File: config.mk
export PLATFORM = sky130hd
export DESIGN_NAME = cpu_irq_arbiter
export DESIGN_NICKNAME = d
export VERILOG_FILES = /design/src/rtl/irq_sel_pkg.sv /design/src/rtl/irq_pic_map.sv /design/src/rtl/irq_prio_sel.sv /design/src/rtl/irq_pend_reg.sv /design/src/rtl/cpu_irq_arbiter.sv
export SDC_FILE = /design/constraint.sdc
export NUM_CORES = 1
export LEC_CHECK = 0
export CORE_MARGIN = 2
export CORE_UTILIZATION = 50
export DETAILED_ROUTE_END_ITERATION = 10
export DONT_BUFFER_PORTS = 1
export SETUP_SLACK_MARGIN = 0.1
export SLEW_MARGIN = 20
export SYNTH_ARGS = -nofsm -noshare
export SYNTH_HDL_FRONTEND = slang
export SYNTH_SLANG_ARGS = --single-unit
File: constraint.sdc
create_clock -name clk_i -period 1.75 [get_ports clk_i]
set_input_delay 0.175 -clock clk_i [delete_from_list [all_inputs] [get_ports clk_i]]
set_output_delay 0.175 -clock clk_i [all_outputs]
set_load 0.005 [all_outputs]
File: src/rtl/irq_sel_pkg.sv
package irq_sel_pkg;
  localparam int unsigned NSRC   = 9;
  localparam int unsigned CODE_W = 4;
  localparam int unsigned EVT_W  = 3;

  typedef enum logic [CODE_W-1:0] {
    SRC_CRIT = 4'd0,
    SRC_MCHK = 4'd1,
    SRC_EXT  = 4'd2,
    SRC_DEC  = 4'd3,
    SRC_HDEC = 4'd4,
    SRC_PIT  = 4'd5,
    SRC_FIT  = 4'd6,
    SRC_WDOG = 4'd7,
    SRC_DBG  = 4'd8
  } src_e;

  typedef enum logic [EVT_W-1:0] {
    EVT_NORM = 3'd0,
    EVT_CRIT = 3'd1,
    EVT_MCHK = 3'd2,
    EVT_DBG  = 3'd3,
    EVT_CRST = 3'd4
  } pic_evt_e;
endpackage

File: src/rtl/irq_pic_map.sv
module irq_pic_map
  import irq_sel_pkg::*;
(
  input  logic             vld_i,
  input  logic [EVT_W-1:0] evt_i,
  input  logic             lvl_i,
  output logic [NSRC-1:0]  set_o,
  output logic [NSRC-1:0]  clr_o,
  output logic             crst_o
);
  logic [NSRC-1:0] hit;

  always_comb begin
    hit    = '0;
    crst_o = 1'b0;
    if (vld_i) begin
      unique case (evt_i)
        EVT_NORM: hit[SRC_EXT]  = 1'b1;
        EVT_CRIT: hit[SRC_CRIT] = 1'b1;
        EVT_MCHK: hit[SRC_MCHK] = 1'b1;
        EVT_DBG:  hit[SRC_DBG]  = 1'b1;
        EVT_CRST: crst_o        = lvl_i;
        default:  ;
      endcase
    end
  end

  assign set_o = lvl_i ? hit : '0;
  assign clr_o = lvl_i ? '0  : hit;
endmodule

File: src/rtl/irq_prio_sel.sv
module irq_prio_sel
  import irq_sel_pkg::*;
#(
  parameter bit HYP_EN = 1'b1
) (
  input  logic [NSRC-1:0]   pend_i,
  input  logic              me_i,
  input  logic              ee_i,
  output logic              found_o,
  output logic [CODE_W-1:0] code_o,
  output logic [NSRC-1:0]   grant_o
);
  logic hdec_ok;

  generate
    if (HYP_EN) begin : g_hyp
      assign hdec_ok = pend_i[SRC_HDEC];
    end else begin : g_nohyp
      assign hdec_ok = 1'b0;
    end
  endgenerate

  always_comb begin
    found_o = 1'b1;
    code_o  = SRC_CRIT;
    if (pend_i[SRC_CRIT])                code_o = SRC_CRIT;
    else if (me_i && pend_i[SRC_MCHK])   code_o = SRC_MCHK;
    else if (ee_i && hdec_ok)            code_o = SRC_HDEC;
    else if (ee_i && pend_i[SRC_DEC])    code_o = SRC_DEC;
    else if (ee_i && pend_i[SRC_PIT])    code_o = SRC_PIT;
    else if (ee_i && pend_i[SRC_FIT])    code_o = SRC_FIT;
    else if (ee_i && pend_i[SRC_WDOG])   code_o = SRC_WDOG;
    else if (ee_i && pend_i[SRC_EXT])    code_o = SRC_EXT;
    else                                 found_o = 1'b0;
  end

  always_comb begin
    grant_o = '0;
    if (found_o) grant_o[code_o] = 1'b1;
  end
endmodule

File: src/rtl/irq_pend_reg.sv
module irq_pend_reg
  import irq_sel_pkg::*;
(
  input  logic            clk_i,
  input  logic            rst_ni,
  input  logic [NSRC-1:0] set_i,
  input  logic [NSRC-1:0] clr_i,
  output logic [NSRC-1:0] pend_o
);
  // set beats clear on the same bit
  always_ff @(posedge clk_i or negedge rst_ni) begin
    if (!rst_ni) pend_o <= '0;
    else         pend_o <= (pend_o & ~clr_i) | set_i;
  end
endmodule

File: src/rtl/cpu_irq_arbiter.sv
module cpu_irq_arbiter
  import irq_sel_pkg::*;
#(
  parameter bit HYP_EN = 1'b1
) (
  input  logic              clk_i,
  input  logic              rst_ni,
  input  logic [NSRC-1:0]   src_set_i,
  input  logic [NSRC-1:0]   src_clr_i,
  input  logic              pic_evt_vld_i,
  input  logic [EVT_W-1:0]  pic_evt_i,
  input  logic              pic_lvl_i,
  input  logic              me_i,
  input  logic              ee_i,
  input  logic              take_i,
  output logic              sel_valid_o,
  output logic [CODE_W-1:0] sel_code_o,
  output logic              hard_req_o,
  output logic              wake_o,
  output logic              sys_rst_req_o
);
  logic [NSRC-1:0]   pic_set, pic_clr, grant, pend;
  logic [NSRC-1:0]   set_all, clr_all;
  logic              crst, found;
  logic [CODE_W-1:0] code;

  irq_pic_map u_map (
    .vld_i  (pic_evt_vld_i),
    .evt_i  (pic_evt_i),
    .lvl_i  (pic_lvl_i),
    .set_o  (pic_set),
    .clr_o  (pic_clr),
    .crst_o (crst)
  );

  irq_prio_sel #(.HYP_EN(HYP_EN)) u_sel (
    .pend_i  (pend),
    .me_i    (me_i),
    .ee_i    (ee_i),
    .found_o (found),
    .code_o  (code),
    .grant_o (grant)
  );

  assign set_all = src_set_i | pic_set;
  assign clr_all = src_clr_i | pic_clr | (take_i ? grant : '0);

  irq_pend_reg u_pend (
    .clk_i  (clk_i),
    .rst_ni (rst_ni),
    .set_i  (set_all),
    .clr_i  (clr_all),
    .pend_o (pend)
  );

  always_ff @(posedge clk_i or negedge rst_ni) begin
    if (!rst_ni) begin
      sel_valid_o   <= 1'b0;
      sel_code_o    <= '0;
      sys_rst_req_o <= 1'b0;
    end else begin
      sel_valid_o   <= take_i & found;
      sel_code_o    <= (take_i & found) ? code : '0;
      sys_rst_req_o <= crst;
    end
  end

  assign hard_req_o = |pend;
  assign wake_o     = ee_i & hard_req_o;
endmodule

==> impl_metrics.csv <==
group,metric,value,unit
grt,grt_pass1_vias,682,
placement,place_hpwl,1260,µm
synth,synthTopCellsByArea,"dfrtp_1 (45%), a21oi_1 (3.8%), a31o_2 (3.3%), nor3b_1 (2.9%), or2b_1 (2.9%)",
flow_run,cap_violations,0,
worst_setup_path,cp-end-kind,"primary output",
outcome,violations,"negative setup slack",
drt,vias,672,
synth,synth.distinct_cells,35,
die,num_rows,14,
worst_hold_path,hold_depth,1,
placement,port_buffers,0,
grt,grt.total_usage,21.4,%
synth,yosysTopAreaCell,"dfrtp_1",
drt,wl_per_cell,15.5,µm
timing,min_period_over_period,100,%
grt,antenna_found_initial,0,
die,die_h,43.6,µm
timing,final-setup-viol-count,1,
worst_setup_path,cp_max_fo,2,
worst_setup_path,cp_cell_sequence,"nor3_4, nand2_1, or4_4, and2_4",
timing,hold_slack,0.0226,ns
synth,synth_nets,106,
synth,synth_area,785,µm²
die,ios,36,
power,power.density,697,nW/µm²
synth,synth-async-reset-ratio,100,%
cts,clock-root-buffer,"clkbuf_4",
cts,cts_tree,"yes",
worst_setup_path,r2r_slack,0.14,ns
worst_setup_path,worst-setup-path-type,"reg2out",
power,p_int,531,µW
grt,grt_max_degree,15,
synth,synth_top_area_share,44.7,%
finish,most-common-layout-cells,"dfrtp_1 (11), buf_4 (9), dlygate4sd3_1 (8), a21oi_1 (6), inv_1 (5)",
synth,synth_edf_count,0,
finish,synthToLayoutAreaGrowth,29.2,%
worst_setup_path,r2r_end,"u_pend.pend_o[2]$_DFF_PN0_",
drt,viasPerCell,5.84,
grt,grt-ovfl-total,0,
die,start_util,52.7,%
worst_setup_path,worst_r2r_startpoint,"u_pend.pend_o[3]$_DFF_PN0_",
power,clkPwrFrac,32.5,%
worst_setup_path,critPathBufInv,0,
timing,drv_slew,0,
synth,syn_area_per_cell,10.1,µm²
synth,ys_ff_latch,14,
worst_hold_path,min_from,"pic_lvl_i",
timing,fmax,569,MHz
placement,globalplace.congestion,0.823,
finish,drive_gt1_share,27.3,%
worst_hold_path,hold_path_class,"in2reg",
power,peakVddDrop,0.419,mV
worst_setup_path,cp_top_family,"simple AND/OR/NAND/NOR gates",
worst_setup_path,slowest_delay,0.44,ns
timing,setup_slack,-0.00744,ns
worst_setup_path,cp_data_arrival_time,1.58,ns
cts,cts-htree-levels,1,
power,combPwrFrac,16.1,%
finish,final_common_cell,"dfrtp_1",
synth,synthFlopType,"dfrtp_1",
timing,worstMarginPinSlew,0.632,ns
finish,diodes,0,
cts,cts_buffer_depth,2,
finish,utilization,68.1,%
power,p_seq_share,51.4,%
power,p_leak,0.000438,µW
timing,final.setup_skew,0.00433,ns
synth,ys_seq_area_share,44.7,%
drt,final_antenna_net_count,0,
drt,routed_wl,1780,µm
die,core,1490,µm²
die,fp.dieW,43.6,µm
drt,drt_iter0_drc,16,
timing,rsz0062_at_grt,"true",
finish,nNetsFinal,128,
outcome,status,"finished, violations left",
cts,clock-sinks,14,
worst_hold_path,hold_end,"u_pend.pend_o[0]$_DFF_PN0_",
worst_setup_path,rr_worst_depth,4,
synth,syn_inst,78,
synth,synth-warning-count,0,
cts,cts_inserted_buffers,3,
die,dieArea,1900,µm²
cts,clk_latency,0.27,ns
timing,period_minus_slack,1.76,ns
power,p_switching,174,µW
worst_setup_path,crit_path_top_delay_cell,"or4_4",
drt,firstDrtPassIters,4,
worst_setup_path,worstPathRequired,1.57,ns
worst_setup_path,start_kind,"flip-flop",
grt,grt_pass1_wl,3020,µm
drt,route.detailed.drc,0,
cts,clk_pin_slew,0.08,ns
timing,max-slew-margin-rel,57.7,%
power,swShare,24.7,%
timing,final_hold_viol_count,0,
## state kept, by name (all words and copies together) (netlist names)
register       count
sel_valid_o        1
u_pend.pend_o      9
sel_code_o         3
sys_rst_req_o      1
## power groups by stage
stage	sequential, µW	combinational (µW)	clock, µW
finish	363	114	230
global route	365	127	252
CTS	361	111	237
detailed placement	374	70.2	0
global placement	373	69.4	0
floorplan	368	60.2	0
## through the flow
step / worst slack [ns] / total power (µW) / instances / area (µm²) / TNS, ns
after global routing: -0.0736 / 743 / 115 / 1010 / -0.0736
after CTS: -0.00432 / 709 / 115 / 1000 / -0.00432
after global placement: 0.182 / 443 / 94 / 805 / 0
after detailed placement: 0.157 / 444 / 94 / 805 / 0
final: -0.00744 / 706 / 115 / 1010 / -0.00744
after floorplan: 0.238 / 428 / 78 / 785 / 0
## synth_stat cells (all sizes together), types with 2 or more instances
cell	count
or2b	3
nor3b	3
dfrtp	14
a211o	2
nor2	3
nand2	4
nand2b	3
a21oi	6
a31o	3
nor3	4
nor2b	2
inv	5
nand3b	2
nand3	4
and3	3
## per-layer routing
metal	vias to the layer above	track usage [%]	wire length [µm]
met4	0	7.27	13
met1	311	29.4	824
met3	2	5.00	121
met2	26	33.2	817
met5	-	0	0
li1	333	-	-
## kinds of logic (layout without fill, tap and decap cells)
| family | after synthesis | count (layout) | share of synthesized area, % |
|---|---|---|---|
| AOI/OAI and AO/OA | 21 | 21 | 21.2 |
| other | 1 | 1 | 0.478 |
| DFF | 14 | 14 | 44.7 |
| buffers and inverters | 6 | 27 | 3.35 |
| and+or+nand+nor | 36 | 36 | 30.3 |
## area by class of cell
cell class,instances,area [µm²]
well taps,16,20.0
repair buffers,18,159
flip-flops and latches,14,354
multi-input cells,58,425
clock buffers,4,36.3
inverters,5,18.8
fillers,118,475
## worst max-delay path by stage
stage / start / to / cells after the start
floorplan: u_pend.pend_o[3]$_DFF_PN0_ / wake_o / 4
global placement: u_pend.pend_o[3]$_DFF_PN0_ / wake_o / 4
detailed placement: u_pend.pend_o[3]$_DFF_PN0_ / wake_o / 4
CTS: u_pend.pend_o[5]$_DFF_PN0_ / wake_o / 4
global route: u_pend.pend_o[6]$_DFF_PN0_ / wake_o / 4
finish: u_pend.pend_o[6]$_DFF_PN0_ / wake_o / 4
## what timing repair did
action                                  in CTS  in global routing
endpoints found under the setup margin       2                  4
setup buffers                               10                  0
hold buffers                                 7                  1
pin swaps                                    7                  4
resized for setup                            6                  1
hold endpoints to repair                    20                  1
(Power assumes the default switching activity.)
